File: config.mk
export PLATFORM = sky130hd
export DESIGN_NAME = dram_rfsh_seq
export DESIGN_NICKNAME = d
export VERILOG_FILES = /design/src/rtl/dram_rfsh_pkg.sv /design/src/rtl/rfsh_tick_timer.sv /design/src/rtl/rfsh_cycle_gen.sv /design/src/rtl/rfsh_row_ctr.sv /design/src/rtl/dram_rfsh_seq.sv
export SDC_FILE = /design/constraint.sdc
export NUM_CORES = 1
export LEC_CHECK = 0
export CAP_MARGIN = 20
export CORE_MARGIN = 2
export CORE_UTILIZATION = 41
export DETAILED_ROUTE_END_ITERATION = 10
export PLACE_DENSITY_LB_ADDON = 0.08
export SYNTH_ARGS = -nofsm -noshare
export SYNTH_HDL_FRONTEND = slang
export SYNTH_SLANG_ARGS = --single-unit
export TNS_END_PERCENT = 10
File: constraint.sdc
create_clock -name clk_i -period 4.9 [get_ports clk_i]
set_input_delay 0.49 -clock clk_i [delete_from_list [all_inputs] [get_ports clk_i]]
set_output_delay 0.49 -clock clk_i [all_outputs]
set_load 0.05 [all_outputs]
File: src/rtl/dram_rfsh_pkg.sv
package dram_rfsh_pkg;

  typedef enum logic [2:0] {
    ST_IDLE,
    ST_PRE_BURST,
    ST_SR_LEAD,
    ST_SR_HOLD,
    ST_POST_BURST
  } seq_state_t;

  typedef enum logic [1:0] {
    PH_IDLE,
    PH_LEAD,
    PH_ACT,
    PH_PRE
  } cyc_phase_t;

  // Microseconds to timer ticks for a tick rate in Hz.
  function automatic int unsigned us_to_ticks(input int unsigned tick_hz,
                                              input int unsigned us);
    return ((tick_hz / 1000) * us) / 1000;
  endfunction

  // Increment with wrap at modn.
  function automatic int unsigned wrap_inc(input int unsigned v,
                                           input int unsigned modn);
    return (v + 1 == modn) ? 0 : v + 1;
  endfunction

endpackage

File: src/rtl/rfsh_tick_timer.sv
module rfsh_tick_timer #(
  parameter int unsigned LIMIT = 100
) (
  input  logic clk_i,
  input  logic rst_ni,
  input  logic run_i,
  input  logic tick_i,
  output logic reached_o
);
  localparam int unsigned W = $clog2(LIMIT + 1) + 1;
  localparam logic [W-1:0] LIM = W'(LIMIT);

  logic [W-1:0] cnt;

  always_ff @(posedge clk_i or negedge rst_ni) begin
    if (!rst_ni)           cnt <= '0;
    else if (!run_i)       cnt <= '0;
    else if (tick_i && cnt < LIM) cnt <= cnt + 1'b1;
  end

  assign reached_o = (cnt >= LIM);

  AST_TIMER_HOLDS: assert property (@(posedge clk_i) disable iff (!rst_ni)
    (run_i && reached_o) |=> reached_o);

endmodule

File: src/rtl/rfsh_cycle_gen.sv
module rfsh_cycle_gen import dram_rfsh_pkg::*; #(
  parameter int unsigned LEAD_CLKS = 1,
  parameter int unsigned RAS_CLKS  = 2,
  parameter int unsigned PRE_CLKS  = 1
) (
  input  logic clk_i,
  input  logic rst_ni,
  input  logic start_i,
  input  logic ras_only_i,
  output logic ras_low_o,
  output logic cas_low_o,
  output logic act_first_o,
  output logic done_o,
  output logic idle_o
);
  localparam int unsigned M1   = (LEAD_CLKS > RAS_CLKS) ? LEAD_CLKS : RAS_CLKS;
  localparam int unsigned MAXC = (M1 > PRE_CLKS) ? M1 : PRE_CLKS;
  localparam int unsigned CW   = $clog2(MAXC + 1);
  localparam logic [CW-1:0] LEAD_LD = CW'(LEAD_CLKS - 1);
  localparam logic [CW-1:0] RAS_LD  = CW'(RAS_CLKS - 1);
  localparam logic [CW-1:0] PRE_LD  = CW'(PRE_CLKS - 1);

  cyc_phase_t    phase;
  logic [CW-1:0] cnt;
  logic          ro_q;

  always_ff @(posedge clk_i or negedge rst_ni) begin
    if (!rst_ni) begin
      phase <= PH_IDLE;
      cnt   <= '0;
      ro_q  <= 1'b0;
    end else begin
      case (phase)
        PH_IDLE: if (start_i) begin
          ro_q <= ras_only_i;
          if (ras_only_i) begin phase <= PH_ACT;  cnt <= RAS_LD;  end
          else            begin phase <= PH_LEAD; cnt <= LEAD_LD; end
        end
        PH_LEAD: if (cnt == '0) begin phase <= PH_ACT; cnt <= RAS_LD; end
                 else cnt <= cnt - 1'b1;
        PH_ACT:  if (cnt == '0) begin phase <= PH_PRE; cnt <= PRE_LD; end
                 else cnt <= cnt - 1'b1;
        default: if (cnt == '0) phase <= PH_IDLE;
                 else cnt <= cnt - 1'b1;
      endcase
    end
  end

  assign ras_low_o   = (phase == PH_ACT);
  assign cas_low_o   = !ro_q && (phase == PH_LEAD || phase == PH_ACT);
  assign act_first_o = (phase == PH_ACT) && (cnt == RAS_LD);
  assign done_o      = (phase == PH_PRE) && (cnt == '0);
  assign idle_o      = (phase == PH_IDLE);

  AST_CAS_LEADS_RAS: assert property (@(posedge clk_i) disable iff (!rst_ni)
    (act_first_o && !ro_q) |-> $past(cas_low_o));

endmodule

File: src/rtl/rfsh_row_ctr.sv
module rfsh_row_ctr import dram_rfsh_pkg::*; #(
  parameter int unsigned ROWS = 512
) (
  input  logic                    clk_i,
  input  logic                    rst_ni,
  input  logic                    adv_i,
  output logic [$clog2(ROWS)-1:0] row_o
);
  localparam int unsigned RW = $clog2(ROWS);
  localparam logic [RW-1:0] TOP = RW'(ROWS - 1);

  always_ff @(posedge clk_i or negedge rst_ni) begin
    if (!rst_ni)    row_o <= '0;
    else if (adv_i) row_o <= RW'(wrap_inc(int'(row_o), ROWS));
  end

  AST_ROW_WRAP: assert property (@(posedge clk_i) disable iff (!rst_ni)
    (adv_i && row_o == TOP) |=> (row_o == '0));

endmodule

File: src/rtl/dram_rfsh_seq.sv
module dram_rfsh_seq import dram_rfsh_pkg::*; #(
  parameter int unsigned TICK_HZ   = 1000000,
  parameter int unsigned WINDOW_US = 8200,
  parameter int unsigned SR_MIN_US = 100,
  parameter int unsigned ROWS      = 512,
  parameter int unsigned LEAD_CLKS = 1,
  parameter int unsigned RAS_CLKS  = 2,
  parameter int unsigned PRE_CLKS  = 1
) (
  input  logic                    clk_i,
  input  logic                    rst_ni,
  input  logic                    tick_i,
  input  logic                    ras_only_mode_i,
  input  logic                    rw_req_i,
  input  logic                    sr_enter_i,
  input  logic                    sr_exit_i,
  input  logic                    abort_i,
  output logic                    rw_gnt_o,
  output logic                    ras_n_o,
  output logic                    cas_n_o,
  output logic [$clog2(ROWS)-1:0] row_o,
  output logic                    win_err_o
);
  localparam int unsigned RW        = $clog2(ROWS);
  localparam int unsigned WIN_TICKS = us_to_ticks(TICK_HZ, WINDOW_US);
  localparam int unsigned SR_TICKS  = us_to_ticks(TICK_HZ, SR_MIN_US);
  localparam logic [RW-1:0] LAST    = RW'(ROWS - 1);

  seq_state_t    state;
  logic [RW-1:0] burst_cnt;
  logic abort_pend, exit_pend, win_run, sr_ras, sr_cas, win_err;

  // Named internal events
  logic cyc_ras_low, cyc_cas_low, cyc_act_first, cyc_done, cyc_idle;
  logic burst_state, cyc_start, last_cycle, first_fall, final_fall;
  logic abort_now, hold_met, win_hit, sr_release, row_adv;

  assign burst_state = (state == ST_PRE_BURST) || (state == ST_POST_BURST);
  assign cyc_start   = burst_state && cyc_idle;
  assign last_cycle  = (burst_cnt == LAST);
  assign first_fall  = cyc_act_first && (state == ST_PRE_BURST) && (burst_cnt == '0);
  assign final_fall  = cyc_act_first && (state == ST_POST_BURST) && last_cycle;
  assign abort_now   = abort_pend || abort_i;
  assign sr_release  = (state == ST_SR_HOLD) && hold_met && exit_pend;
  assign row_adv     = cyc_done && ras_only_mode_i;

  rfsh_cycle_gen #(.LEAD_CLKS(LEAD_CLKS), .RAS_CLKS(RAS_CLKS), .PRE_CLKS(PRE_CLKS)) u_cyc (
    .clk_i, .rst_ni, .start_i(cyc_start), .ras_only_i(ras_only_mode_i),
    .ras_low_o(cyc_ras_low), .cas_low_o(cyc_cas_low), .act_first_o(cyc_act_first),
    .done_o(cyc_done), .idle_o(cyc_idle));

  rfsh_row_ctr #(.ROWS(ROWS)) u_row (
    .clk_i, .rst_ni, .adv_i(row_adv), .row_o(row_o));

  rfsh_tick_timer #(.LIMIT(WIN_TICKS)) u_win (
    .clk_i, .rst_ni, .run_i(win_run), .tick_i, .reached_o(win_hit));

  rfsh_tick_timer #(.LIMIT(SR_TICKS)) u_hold (
    .clk_i, .rst_ni, .run_i(state == ST_SR_HOLD), .tick_i, .reached_o(hold_met));

  always_ff @(posedge clk_i or negedge rst_ni) begin
    if (!rst_ni) begin
      state      <= ST_IDLE;
      burst_cnt  <= '0;
      abort_pend <= 1'b0;
      exit_pend  <= 1'b0;
      win_run    <= 1'b0;
      sr_ras     <= 1'b0;
      sr_cas     <= 1'b0;
      win_err    <= 1'b0;
    end else begin
      if (win_run && win_hit) win_err <= 1'b1;
      case (state)
        ST_IDLE: if (sr_enter_i) begin
          state      <= ST_PRE_BURST;
          burst_cnt  <= '0;
          abort_pend <= 1'b0;
        end
        ST_PRE_BURST, ST_POST_BURST: begin
          if (abort_i)    abort_pend <= 1'b1;
          if (first_fall) win_run    <= 1'b1;
          if (final_fall) win_run    <= 1'b0;
          if (cyc_done) begin
            if (abort_now) begin
              state      <= ST_IDLE;
              abort_pend <= 1'b0;
              win_run    <= 1'b0;
              burst_cnt  <= '0;
            end else if (last_cycle) begin
              burst_cnt <= '0;
              if (state == ST_PRE_BURST) begin
                state  <= ST_SR_LEAD;
                sr_cas <= 1'b1;
              end else begin
                state <= ST_IDLE;
              end
            end else begin
              burst_cnt <= burst_cnt + 1'b1;
            end
          end
        end
        ST_SR_LEAD: begin
          state     <= ST_SR_HOLD;
          sr_ras    <= 1'b1;
          win_run   <= 1'b0;
          exit_pend <= sr_exit_i;
        end
        ST_SR_HOLD: begin
          if (sr_exit_i) exit_pend <= 1'b1;
          if (sr_release) begin
            sr_ras    <= 1'b0;
            sr_cas    <= 1'b0;
            exit_pend <= 1'b0;
            win_run   <= 1'b1;
            state     <= ST_POST_BURST;
          end
        end
        default: state <= ST_IDLE;
      endcase
    end
  end

  assign rw_gnt_o  = (state == ST_IDLE) && rw_req_i && !sr_enter_i;
  assign ras_n_o   = !(cyc_ras_low || sr_ras);
  assign cas_n_o   = !(cyc_cas_low || sr_cas);
  assign win_err_o = win_err;

  AST_GNT_PINS_QUIET: assert property (@(posedge clk_i) disable iff (!rst_ni)
    rw_gnt_o |-> (ras_n_o && cas_n_o));
  AST_RASONLY_CAS_HIGH: assert property (@(posedge clk_i) disable iff (!rst_ni)
    (ras_only_mode_i && burst_state && !ras_n_o) |-> cas_n_o);
  AST_ROW_STABLE: assert property (@(posedge clk_i) disable iff (!rst_ni)
    (!ras_n_o && $past(!ras_n_o)) |-> $stable(row_o));
  AST_SR_MIN_HOLD: assert property (@(posedge clk_i) disable iff (!rst_ni)
    ($rose(ras_n_o) && $past(state) == ST_SR_HOLD) |-> $past(hold_met));
  AST_SR_SINGLE_SRC: assert property (@(posedge clk_i) disable iff (!rst_ni)
    !(sr_ras && !cyc_idle));
  AST_EXIT_TOGETHER: assert property (@(posedge clk_i) disable iff (!rst_ni)
    ($rose(ras_n_o) && $past(state) == ST_SR_HOLD) |-> cas_n_o);
  AST_ERR_STICKY: assert property (@(posedge clk_i) disable iff (!rst_ni)
    win_err_o |=> win_err_o);

endmodule

==> results.md <==
- Leakage: 1.54 nW
- Final Hold Vio Count: 0
- Clock power share: 0.199
- Largest net degree at the start of global routing: 56
- FF+latch count, synth: 55
- CP max stage cell: clkdlybuf4s50_1
- Gpl congestion: 0.811
- Storage cell area: 1380 µm²
- Critical path type: flop to output pin
- Fin crit share: 0.572
- Slew HR: 0.495
- Final Max Tran Viols: 0
- HP Class: input pin to async pin
- Internal Power: 0.000933 W
- Combinational power share: 0.393
- Fraction of synthesized area in multiplexers: 0.0412
- Synth area leaders: dfrtp_1, ha_1, nor2_1
- Yosys top cell by area: dfrtp_1
- Multi-input gate area: 1640 µm²
- Setup bufs post-CTS: 0
- Ant diodes: 0
- Die area: around 8300 µm²
- Synth cell types: 57
- Global route overflow: 0
- First-pass GRT wire length: 10900 µm
- Final Setup Violations: 0
- Sequential cell area fraction in the yosys report: 0.440
- Routed Antenna Nets: 0
- Top cell type's share of synthesized area: 0.440
- P_sw: roughly 0.00064 W
- Clock buffer depth: 2
- Worst hold slack: between 0.2 and 0.3 ns
- Worst skew pair latency: 0.31 ns
- Final nets: 370
- Peak VDD IR: approximately 0.00036 V
- Crit start category: flop
- Max-Cap Viols: 0
- CTS tree: built
- EDFF count, synth: 0
- Detailed placement HPWL: around 4500 µm
- Post-CTS sizing: 0
- # rows: 31
- Total CTS buffers: 5
- CTS hold repair buffers: 0
- Status: finished clean
- Crit Path Max Fanout: 22
- Vias in the first global route: approximately 2300
- DR iter-0 viols: 111
- Initial antenna violation count: 0
- Reg power frac: 0.408
- Post-Syn Instances: ~320
- Slew @ Worst Pin: around 0.76 ns
- Post-synthesis adder-cell area fraction: 0.0680
- CP Capture Type: output pin
- Dpl cells: about 440
- Layout cells sized above 1: 0.0520
- Fin crit period: 2.80 ns
- Switching share of power: 0.408
- Initial Util: 0.427
- RSZ-0062 raised after global routing: no
- CTS Sinks: 55
- Post-synthesis simple-gate area fraction: 0.225
- F_max: 0.357 GHz
- # port buffers: 20
- Fill cells: 679
- Avg Synthesized Cell Area: 9.65 µm²
- Synth Area in Compound Gates: 0.135
- Max incr delay on CP: 0.79 ns
- Num ports: 21
- Drt pass-1 iters: 4
- Cell Count, Final, Fillers Out: 445
- Total vias in the final route: 2408
- Remaining routing DRC violations: 0
- Die height: 91.3 µm
- # H-tree levels: 2
- Die Wd: 91.3 µm
- CP Cell Sequence: nor2_1 -> and3_1 -> clkdlybuf4s50_1
- Power, Total: 0.00158 W
- P per Cell Area: 447 nW/µm²
- Final WL: around 6400 µm
- Core area: 7330 µm²
- Largest family of logic cells by synthesized area: simple AND/OR/NAND/NOR gates
- GRT Total Usage: 0.159
- Syn_nets: ~350
- Synth Warn #: 0
- CP arrival: 2.31 ns
- Mapped Area: 3130 µm²
- Final setup TNS: 0 ns
- Fin util: 0.481
- Drt wl/cell: 14.3 µm
- XOR/XNOR Fraction of Synth Area: 0.0536
- Clock transition at path regs: 0.11 ns
- Crit path required time: ~4.4 ns
- Root buf cell: clkbuf_8
- Async SR Flop Fraction: 1.00
- Synth-to-Final Area Change: 12.6%
- Most used DFF post-synth: dfrtp_1
- Post-DR vias/cell: roughly 5.4
- Worst Skew: 0.0117 ns
==> kinds of logic after synthesis <==
family,count (synthesis)
and+or+nand+nor,135
AOI/OAI and AO/OA,63
DFF,55
buffers and inverters,25
xor gates and xnor gates,17
adders and majority gates,17
muxes,12
==> final timing paths <==
path | from | to | slack, ns | depth (start not counted)
worst max-delay path | state[1]$_DFFE_PN0P_ | rw_gnt_o | 2.10 | 3
worst min-delay path | rst_ni | u_win.cnt[11]$_DFFE_PN0P_ | 0.30 | 2
worst max register to register | burst_cnt[0]$_DFFE_PN0P_ | burst_cnt[5]$_DFFE_PN0P_ | 2.29 | 9
worst min register to register | win_err_o$_DFFE_PN0P_ | win_err_o$_DFFE_PN0P_ | 0.48 | 1
max in group asynchronous | rst_ni | u_row.row_o[8]$_DFFE_PN0P_ | 4.13 | 2
min in group clk_i | win_err_o$_DFFE_PN0P_ | win_err_o$_DFFE_PN0P_ | 0.48 | 1
==> synthesized netlist by cell type, drive strengths merged (2+ instances only) <==
cell type and count:
nor3 3, o211ai 2, a22o 3, and3 7, o21ai 17, a21oi 17
nand4 10, dfrtp 55, xor2 7, xnor2 10, o31ai 4, and2 4
nor2b 2, mux2i 8, a31oi 5, nor4 8, nor3b 3, nor4b 2
clkbuf 2, nand3 13, ha 17, mux2 4, inv 18, nand2 27
or3 9, nand3b 4, nor2 33, nand2b 3, buf 5, or2 2
==> flip-flops by register name, indices dropped and copies added (netlist names) <==
name / flops
u_cyc.phase: 2
abort_pend: 1
u_row.row_o: 9
win_run: 1
exit_pend: 1
u_hold.cnt: 8
state: 3
burst_cnt: 9
win_err_o: 1
u_cyc.ro_q: 1
sr_ras: 1
u_cyc.cnt: 2
u_win.cnt: 15
sr_cas: 1
==> power groups by stage <==
stage	Sequential, W	Combinational [W]	Clock, W
floorplan	0.000646	0.000472	0
global placement	0.000649	0.000620	0
detailed placement	0.000651	0.000625	0
CTS	0.000643	0.000627	0.000326
global route	0.000661	0.000685	0.000343
finish	0.000643	0.000619	0.000314
==> routing by layer <==
metal	vias up	share of wire	wire length [µm]	global-route usage
li1	1206	-	-	-
met1	1161	0.52	3290	0.219
met2	32	0.45	2860	0.255
met3	9	0.020	125	0.0290
met4	0	0.013	85	0.0492
met5	-	0	0	0
==> stage by stage <==
step / cell area (µm²) / setup slack [ns]
floorplan: 3130 / 2.57
global placement: 3410 / 2.39
detailed placement: 3410 / 2.31
CTS: 3520 / 2.09
global route: 3520 / 1.96
finish: 3520 / 2.10
==> critical path, delay by kind of cell, from the launching register on <==
family / cells / cell delay [ns]
AND/OR/NAND/NOR: 2 / 0.55
buffers and inverters: 1 / 0.79
flip-flops: 1 / 0.67
==> layout by cell type, fill, tap and decap left out, types with 5 or more instances in the layout <==
cell / instances
nand3_1: 13
or3_1: 9
a21oi_1: 17
ha_1: 17
nor4_1: 8
nor2_1: 33
dfrtp_1: 55
a31oi_1: 5
mux2i_1: 8
xnor2_1: 9
and3_1: 7
o21ai_0: 15
inv_1: 18
nand4_1: 10
clkdlybuf4s50_1: 19
nand2_1: 27
clkbuf_8: 5
xor2_1: 7
==> area by class of cell <==
class	instances	share of cell area
repair buffers	21	0.0575
clock inverters	3	0.0135
flip-flops and latches	55	0.391
clock buffers	5	0.0195
well taps	99	0.0352
inverters	18	0.0192
multi-input cells	244	0.464
Note: power is estimated with default switching activity, not from simulation.
